**src/rtl/spi_chan.sv**
```systemverilog
module spi_chan #(
  parameter int ADDR_W = 5
) (
  input  logic              clk,
  input  logic              rst_n,
  input  logic [ADDR_W-1:0] bus_addr,
  input  logic              bus_wr,
  input  logic [31:0]       bus_wdata,
  input  logic              bus_rd,
  output logic [31:0]       bus_rdata,
  output logic              sclk,
  output logic              mosi,
  input  logic              miso,
  output logic              cs_out,
  output logic              dma_tx_req,
  output logic              dma_rx_req
);
  localparam int DW = 32;
  localparam int EW = 4;
  localparam int LW = 5;
  localparam int CW = (1 << EW) - 1;
  localparam int HW = LW + 1;
  localparam logic [ADDR_W-1:0] A_CFG  = ADDR_W'(0);
  localparam logic [ADDR_W-1:0] A_STAT = ADDR_W'(4);
  localparam logic [ADDR_W-1:0] A_CTRL = ADDR_W'(8);
  localparam logic [ADDR_W-1:0] A_TX   = ADDR_W'(12);
  localparam logic [ADDR_W-1:0] A_RX   = ADDR_W'(16);
  localparam logic [1:0] M_RXO = 2'b01;
  localparam logic [1:0] M_TXO = 2'b10;

  logic          cpha, cpol, cs_low, dreq_w, dreq_r, hold;
  logic [EW-1:0] dexp;
  logic [LW-1:0] wl;
  logic [1:0]    mode;
  logic          en, busy, armed, tx_full, rx_full, smp;
  logic [DW-1:0] txbuf, rxbuf, shreg;
  logic [HW-1:0] half;
  logic [CW-1:0] cnt;

  logic [LW-1:0] wlen;
  logic [CW-1:0] lim;
  logic          half_end, last_half, word_done, rx_only, load_tx, load_cont, rd_rx;
  logic [DW-1:0] rx_word, cfg_word;

  assign wlen      = (wl < LW'(3)) ? LW'(3) : wl;
  assign lim       = (CW'(1) << dexp) - CW'(1);
  assign half_end  = busy && (cnt == lim);
  assign last_half = (half == {wlen, 1'b1});
  assign word_done = half_end && last_half;
  assign rx_only   = (mode == M_RXO);
  assign load_tx   = en && !busy && tx_full;
  assign load_cont = en && !busy && !tx_full && armed && rx_only && !rx_full;
  assign rd_rx     = bus_rd && (bus_addr == A_RX);
  assign rx_word   = {shreg[DW-2:0], smp} & ({DW{1'b1}} >> (LW'(DW-1) - wlen));

  assign sclk       = busy ? (cpol ^ cpha ^ half[0]) : cpol;
  assign mosi       = busy & shreg[wlen];
  assign cs_out     = hold ^ cs_low;
  assign dma_tx_req = !tx_full && dreq_w;
  assign dma_rx_req = rx_full && dreq_r;

  assign cfg_word = {11'b0, hold, 4'b0, dreq_r, dreq_w, mode, wl, cs_low, dexp, cpol, cpha};

  always_comb begin
    case (bus_addr)
      A_CFG:   bus_rdata = cfg_word;
      A_STAT:  bus_rdata = {29'b0, !busy && !tx_full, !tx_full, rx_full};
      A_CTRL:  bus_rdata = {31'b0, en};
      A_TX:    bus_rdata = txbuf;
      A_RX:    bus_rdata = rxbuf;
      default: bus_rdata = '0;
    endcase
  end

  always_ff @(posedge clk) begin
    if (!rst_n) begin
      cpha <= 1'b0; cpol <= 1'b0; dexp <= '0; cs_low <= 1'b0; wl <= '0;
      mode <= '0; dreq_w <= 1'b0; dreq_r <= 1'b0; hold <= 1'b0;
      en <= 1'b0; busy <= 1'b0; armed <= 1'b0; tx_full <= 1'b0; rx_full <= 1'b0;
      smp <= 1'b0; txbuf <= '0; rxbuf <= '0; shreg <= '0; half <= '0; cnt <= '0;
    end else begin
      if (bus_wr && bus_addr == A_CFG) begin
        cpha   <= bus_wdata[0];
        cpol   <= bus_wdata[1];
        dexp   <= bus_wdata[5:2];
        cs_low <= bus_wdata[6];
        wl     <= bus_wdata[11:7];
        mode   <= bus_wdata[13:12];
        dreq_w <= bus_wdata[14];
        dreq_r <= bus_wdata[15];
        hold   <= bus_wdata[20];
      end
      if (bus_wr && bus_addr == A_CTRL) en <= bus_wdata[0];

      if (bus_wr && bus_addr == A_TX) begin
        txbuf   <= bus_wdata;
        tx_full <= 1'b1;
      end else if (load_tx) begin
        tx_full <= 1'b0;
      end

      if (!en) rx_full <= 1'b0;
      else if (word_done && mode != M_TXO) begin
        rx_full <= 1'b1;
        rxbuf   <= rx_word;
      end else if (rd_rx) rx_full <= 1'b0;

      if (!en || !rx_only) armed <= 1'b0;
      else if (load_tx)    armed <= 1'b1;

      if (!en) begin
        busy <= 1'b0;
        half <= '0;
        cnt  <= '0;
      end else if (load_tx || load_cont) begin
        busy  <= 1'b1;
        half  <= '0;
        cnt   <= '0;
        shreg <= load_tx ? txbuf : '0;
      end else if (half_end) begin
        cnt  <= '0;
        half <= half + HW'(1);
        if (!half[0]) smp <= miso;
        else          shreg <= {shreg[DW-2:0], smp};
        if (last_half) busy <= 1'b0;
      end else if (busy) begin
        cnt <= cnt + CW'(1);
      end
    end
  end

  assert_rxf_at_word_end_R11: assert property (@(posedge clk) disable iff (!rst_n)
    $rose(rx_full) |-> ($past(busy) && !busy));
  assert_txonly_no_rxf_R6: assert property (@(posedge clk) disable iff (!rst_n)
    $rose(rx_full) |-> ($past(mode) != M_TXO));
  assert_disable_purge_R8: assert property (@(posedge clk) disable iff (!rst_n)
    $past(!en) |-> (!rx_full && !busy));
  assert_txe_on_load_R10: assert property (@(posedge clk) disable iff (!rst_n)
    $fell(tx_full) |-> busy);
  assert_idle_sclk_R3: assert property (@(posedge clk) disable iff (!rst_n)
    (!busy && $past(!busy) && $stable(cpol)) |-> $stable(sclk));
endmodule

```
**config.mk**
```make
export PLATFORM = sky130hd
export DESIGN_NAME = spi_chan
export DESIGN_NICKNAME = d
export VERILOG_FILES = /design/src/rtl/spi_chan.sv
export SDC_FILE = /design/constraint.sdc
export NUM_CORES = 1
export LEC_CHECK = 0
export ABC_AREA = 1
export CORE_ASPECT_RATIO = 1.1
export CORE_MARGIN = 3
export CORE_UTILIZATION = 35
export DETAILED_ROUTE_END_ITERATION = 12
export MAX_ROUTING_LAYER = met4
export SLEW_MARGIN = 20
export SYNTH_ARGS = -nofsm -noshare
export SYNTH_HDL_FRONTEND = slang
export SYNTH_SLANG_ARGS = --single-unit
```
**constraint.sdc**
```tcl
create_clock -name clk -period 3.35 [get_ports clk]
set_clock_uncertainty 0.1 [all_clocks]
set_input_delay 0.335 -clock clk [delete_from_list [all_inputs] [get_ports clk]]
set_output_delay 0.335 -clock clk [all_outputs]
set_load 0.05 [all_outputs]
```
==> results of run 1 <==
[where the power goes]
group / internal (mW) / switching, mW / leakage, nW
combinational: 0.0821 / 0.125 / 2.13
clock: 0.974 / 0.840 / 0.264
sequential: 1.67 / 0.00541 / 1.13
total: 2.73 / 0.970 / 3.52
[worst min path at each step]
stage                   start        end  cells after the start
floorplan            txbuf[2]   txbuf[2]                      2
CTS                     rst_n  shreg[27]                      3
detailed placement  shreg[27]  shreg[27]                      2
finish                  rst_n  shreg[27]                      3
global route            rst_n  shreg[19]                      3
global placement    shreg[26]  shreg[26]                      2
[cells by family after synthesis]
| family | after synthesis |
|---|---|
| DFF | 140 |
| AOI/OAI and AO/OA | 300 |
| and+or+nand+nor | 527 |
| buffers and inverters | 200 |
| xor gates and xnor gates | 13 |
| adders and majority gates | 3 |
[worst max-delay path: cells and delay by family (launching register included)]
kind	cells	cell delay [ns]
and+or+nand+nor	8	1.12
AOI/OAI and AO/OA	2	0.44
buffers and inverters	2	0.42
DFF	1	0.31
[metal layers]
| metal | share of wire | wire, um | global-route usage | vias to the layer above |
|---|---|---|---|---|
| li1 | - | - | - | 4006 |
| met1 | 0.44 | 11000 | 0.268 | 3660 |
| met2 | 0.49 | 12400 | 0.362 | 205 |
| met3 | 0.046 | 1160 | 0.0393 | 42 |
| met4 | 0.026 | 665 | 0.0748 | 0 |
| met5 | 0 | 0 | - | - |
[stage by stage]
stage                     instance area (um2)  instances  power [mW]   util  hold slack, ns
after global routing                     9700       1537        3.81  0.450           0.274
after global placement                   9140       1505        1.92  0.424           0.363
final                                    9700       1537        3.70  0.450           0.257
after CTS                                9700       1537        3.73  0.449           0.250
after floorplan                          7770       1183        1.82      -           0.340
after detailed placement                 9140       1505        1.92  0.424           0.368
[placed cells by master, fill, tap and decap left out, types with 2 or more instances in the layout]
cell / n
nand2_1: 243
nor2_1: 152
dfxtp_1: 139
inv_1: 121
a21oi_1: 109
o21ai_0: 106
clkdlybuf4s50_1: 44
buf_12: 35
nand3_1: 32
nand3b_1: 32
o21bai_1: 30
nor3_1: 28
o22ai_1: 28
buf_4: 23
clkbuf_16: 17
xor2_1: 12
nor3_2: 11
o221ai_1: 11
nand4_1: 11
inv_2: 8
nor3b_1: 7
inv_6: 7
o211ai_1: 5
clkinvlp_4: 4
o21ai_1: 4
a211oi_1: 4
nor2_2: 3
ha_1: 3
nand2_2: 2
nor4_1: 2
[cell type report]
cell class	instances	area [um2]
Fill cell	2326	11900
Multi-Input combinational cell	843	4180
Sequential cell	140	2800
Timing Repair Buffer	102	1310
Inverter	130	492
Clock buffer	18	429
Tap cell	290	363
Clock inverter	14	125
[timing repair]
action	4_1_cts	5_1_grt
hold buffers	0	0
gates resized for setup	0	2
setup endpoints to repair	0	1
setup buffers	0	0
[registers in the layout, summed over array words and instances, names as in the netlist, 2 cells and up]
name	count
mode	2
shreg	32
dexp	4
half	6
rxbuf	32
wl	5
txbuf	32
cnt	15
==> flow_summary.ini, run 1 <==
[critical_path]
reg2reg_depth = 18
crit_path_end_kind = output port
slowest_stage = nor2_1
cp-start-kind = flip-flop
rrSetupSlack_ns = 0.48
arrival_ns = 2.72
cpPeakStageDelay_ns = 0.33
required_ns = 2.91
setup.worst_path.class = flip-flop to output port
worstSetupStartpoint = wl[3]
r2r-end = rxbuf[4]
cp-endpoint = mosi
r2r-start = dexp[3]
crit_chain = nor2_1, nand2_1, nand2_1, clkinvlp_4, nor2_1, o21ai_0, nand2_1, nand4_1, nand2_1, nand2_1, a21oi_1, buf_12
crit_top_cell = nand2_1
cp_max_fo = 9

[placed_design]
hpwl_mm = 17.7
place.gp.congestion = 0.925
dp_slack_ns = 0.484
numPortBuffers = 78

[clocking]
path_clk_slew_ns = 0.07
htreeDepth = 4
cts_tree = yes
cts_buffer_depth = 2
insertion_delay_ns = 0.43
clkSinkCount = 140
cts_buffers = 17
cts-root-buf = clkbuf_16

[sta]
fmaxAchievable_mhz = 317
final_hold_viol_count = 0
setup_ws_ns = 0.199
setup_viol = 0
slew_violations = 0
max-slew-margin-rel = 0.344
rsz0062_at_grt = false
tightestPinTransition_ns = 0.982
finalCritPeriodShare = 0.941
fin_crit_ns = 3.15
tns_ns = 0

[die]
io_pins = 79
initial_core_util = 0.360
rows = 56
coreArea_mm2 = 0.0216
die-width_um = 148
dieArea_mm2 = 0.0240
die_y_um = 162

[cells_and_area]
drive_gt1_frac = 0.0954
area_growth_pct = 24.9
n_antenna_cell = 0
fin_nets = 1279

[synthesis]
synth-xor-area-share = 0.0147
synth_top_area_cell = dfxtp_1
synth_area_leaders = dfxtp_1, nand2_1, nor2_1, a21oi_1, o21ai_0
synth_common_cells = nand2_1, nor2_1, dfxtp_1
synth-main-ff-cell = dfxtp_1
syn_nets = 1228
synth-seq-cells = 140
synth_mux_area_frac = 0
synth_area_mm2 = 0.00777
async_reset_ff_frac = 0
netlist_instances = 1183
ys_types = 38
synth_top_family_by_area = simple AND/OR/NAND/NOR gates
yosysWarnings = 0
synth_compound_area_frac = 0.217
synth_top_area_frac = 0.361
avgSynthCellArea_um2 = 6.57
yosysMostFrequentCell = nand2_1
synth_fa_ha_area_frac = 0.00483
ys_seq_area_frac = 0.361
synth_edf_count = 0
synthSimpleGateAreaFrac = 0.301

[detailed_routing]
drt-total-wl_mm = 25.2
vias = 7913
wl_per_cell_um = 16.4
drcViolationCount = 0
firstDrtPassIters = 5
vias_per_cell = 5.15
drt_iter0_markers = 585
ant_nets = 0

[global_routing]
grt_pass1_wl_mm = 40.5
grt-ovfl-total = 0
antenna_found_initial = 0
grt_start_max_net_pins = 65
grtUsageTotal = 0.218
grt_pass1_vias = 7631

[pwr]
p_leak_nw = 3.52
powerDensity_mw_per_mm2 = 381
vdd_drop_max_mv = 0.316

[outcome]
status = finished, final reports clean

[hold_path]
min_path_type = input pin to flip-flop

[job]
maxCapViolations = 0
Power figures use the tool's default switching activity.
==> run 2, diff against run 1 <==
--- a/config.mk
+++ b/config.mk
@@ -6,7 +6,7 @@
 export NUM_CORES = 1
 export LEC_CHECK = 0
 export ABC_AREA = 1
-export CORE_ASPECT_RATIO = 1.1
+export CAP_MARGIN = 20
 export CORE_MARGIN = 3
 export CORE_UTILIZATION = 35
 export DETAILED_ROUTE_END_ITERATION = 12
==> flow_summary.ini, run 2 (same netlist as run 1, synthesis figures left out) <==
[critical_path]
reg2reg_depth = 18
crit_path_end_kind = output port
setup.worst_path.class = flip-flop to output port
path_depth = 10
cpPeakStageDelay_ns = 0.62
r2r-start = dexp[0]
required_ns = 2.91
slowest_stage = dfxtp_1
arrival_ns = 2.65
critPathTopFamily = compound AO/OA/AOI/OAI gates
crit_top_cell = nand2_1
cp-start-kind = flip-flop
worstSetupStartpoint = wl[3]
crit_chain = nor2_2, nand2_1, nand2_1, buf_4, o21ai_0, o21ai_0, nand2_1, nand4_1, a21oi_1, buf_12
cp_max_fo = 19
crit_buf_inv = 2

[hold_path]
holdCritStartpoint = rst_n
min_path_type = input pin to flip-flop
holdPathStages = 3

[placed_design]
hpwl_mm = 18.0
numPortBuffers = 78
place.gp.congestion = 0.901
dpl_cell_area_mm2 = 0.00912

[pwr]
combPwrFrac = 0.055
vdd_drop_max_mv = 0.263
switching_share = 0.261
cell_internal_pwr_mw = 2.77
p_leak_nw = 3.53
power.switching_mw = 0.977
pwr-share-clk = 0.498
powerDensity_mw_per_mm2 = 386
power_frac_seq = 0.447

[sta]
max-slew-margin-rel = 0.514
whs_ns = 0.210
finalCritPeriodShare = 0.921
final_hold_viol_count = 0
tns_ns = 0
fmaxAchievable_mhz = 324
tightestPinTransition_ns = 0.730
fin_crit_ns = 3.08
slew_violations = 0
setup_viol = 0
rsz0062_at_grt = false

[die]
initial_core_util = 0.363
io_pins = 79
die_y_um = 155
rows = 53
coreArea_mm2 = 0.0214
die-width_um = 155
dieArea_mm2 = 0.0240

[global_routing]
antenna_found_initial = 0
grt_pass1_wl_mm = 40.7
grt_start_max_net_pins = 67
grt-ovfl-total = 0
grtUsageTotal = 0.218
grt_pass1_vias = 7472

[clocking]
cts_tree = yes
cts_setup_buffers = 0
cts_buffers = 17
insertion_delay_ns = 0.43
cts-root-buf = clkbuf_16
cts_buffer_depth = 2
path_clk_slew_ns = 0.07
htreeDepth = 4
clkSinkCount = 140

[cells_and_area]
post-route-util = 0.453
n_antenna_cell = 0
final_cell_mix = nand2_1, nor2_1, dfxtp_1
fin_nets = 1277
area_growth_pct = 24.8
final_common_cell = nand2_1
stdcell_area_mm2 = 0.00970
drive_gt1_frac = 0.0948
top_regs = rxbuf: 32 flops, shreg: 32 flops, txbuf: 32 flops

[detailed_routing]
ant_nets = 0
vias_per_cell = 5.23
firstDrtPassIters = 5
drt_iter0_markers = 600
drt-total-wl_mm = 25.8
wl_per_cell_um = 17.0
drcViolationCount = 0
vias = 7942

[job]
maxCapViolations = 0

[outcome]
status = finished, final reports clean
## run 2: through the flow
stage               setup WS (ns)  instances  total power [mW]
floorplan                   0.629       1183              1.82
detailed placement          0.556       1488              1.92
CTS                         0.127       1520              3.78
global route               0.0857       1520              3.86
global placement            0.619       1488              1.92
finish                      0.266       1520              3.75
## run 2: path summary, 6_finish.rpt
path / endpoint / slack (ns)
setup / recovery: mosi / 0.27
hold / removal: tx_full / 0.21
setup reg to reg: rxbuf[7] / 0.52
hold reg to reg: txbuf[23] / 0.38
## run 2: layout make-up
type | instances | area [um2]
fillers | 2168 | 11700
clock buffers | 19 | 453
repair buffers | 100 | 1310
flip-flops and latches | 140 | 2800
multi-input cells | 843 | 4180
clock inverters | 13 | 123
inverters | 130 | 488
well taps | 275 | 344
## run 2: power by group through the flow
stage / clock (mW) / sequential [mW] / combinational, mW
2_1_floorplan: 0 / 1.71 / 0.109
3_3_place_gp: 0 / 1.72 / 0.202
3_5_place_dp: 0 / 1.72 / 0.203
4_1_cts: 1.89 / 1.68 / 0.204
5_1_grt: 1.96 / 1.68 / 0.226
6_report: 1.87 / 1.68 / 0.205
## run 2: worst reg2reg max path, stage by stage, from the launching register on
cell,delay [ns]
dfxtp_1,0.37
nor2_1,0.27
nand2_1,0.12
ha_1,0.26
inv_1,0.08
nand2_1,0.05
nand2_1,0.08
inv_1,0.04
nand2_1,0.07
nand3_1,0.07
nor2_1,0.09
nand2_1,0.07
nor2_2,0.18
nand4_2,0.13
buf_12,0.23
nor2_1,0.30
nand2_1,0.09
nand2_1,0.07
nor2_1,0.04
## run 2: timing repair
action / CTS / global route
endpoints found under the setup margin: 0 / 1
resized for setup: 0 / 2
hold buffers: 0 / 0
## run 2: routing by layer
| metal | wire (um) | vias up | GRT usage |
|---|---|---|---|
| met5 | 0 | - | - |
| met4 | 725 | 0 | 0.0786 |
| met3 | 1450 | 47 | 0.0389 |
| met2 | 12100 | 258 | 0.344 |
| met1 | 11500 | 3641 | 0.280 |
| li1 | - | 3996 | - |
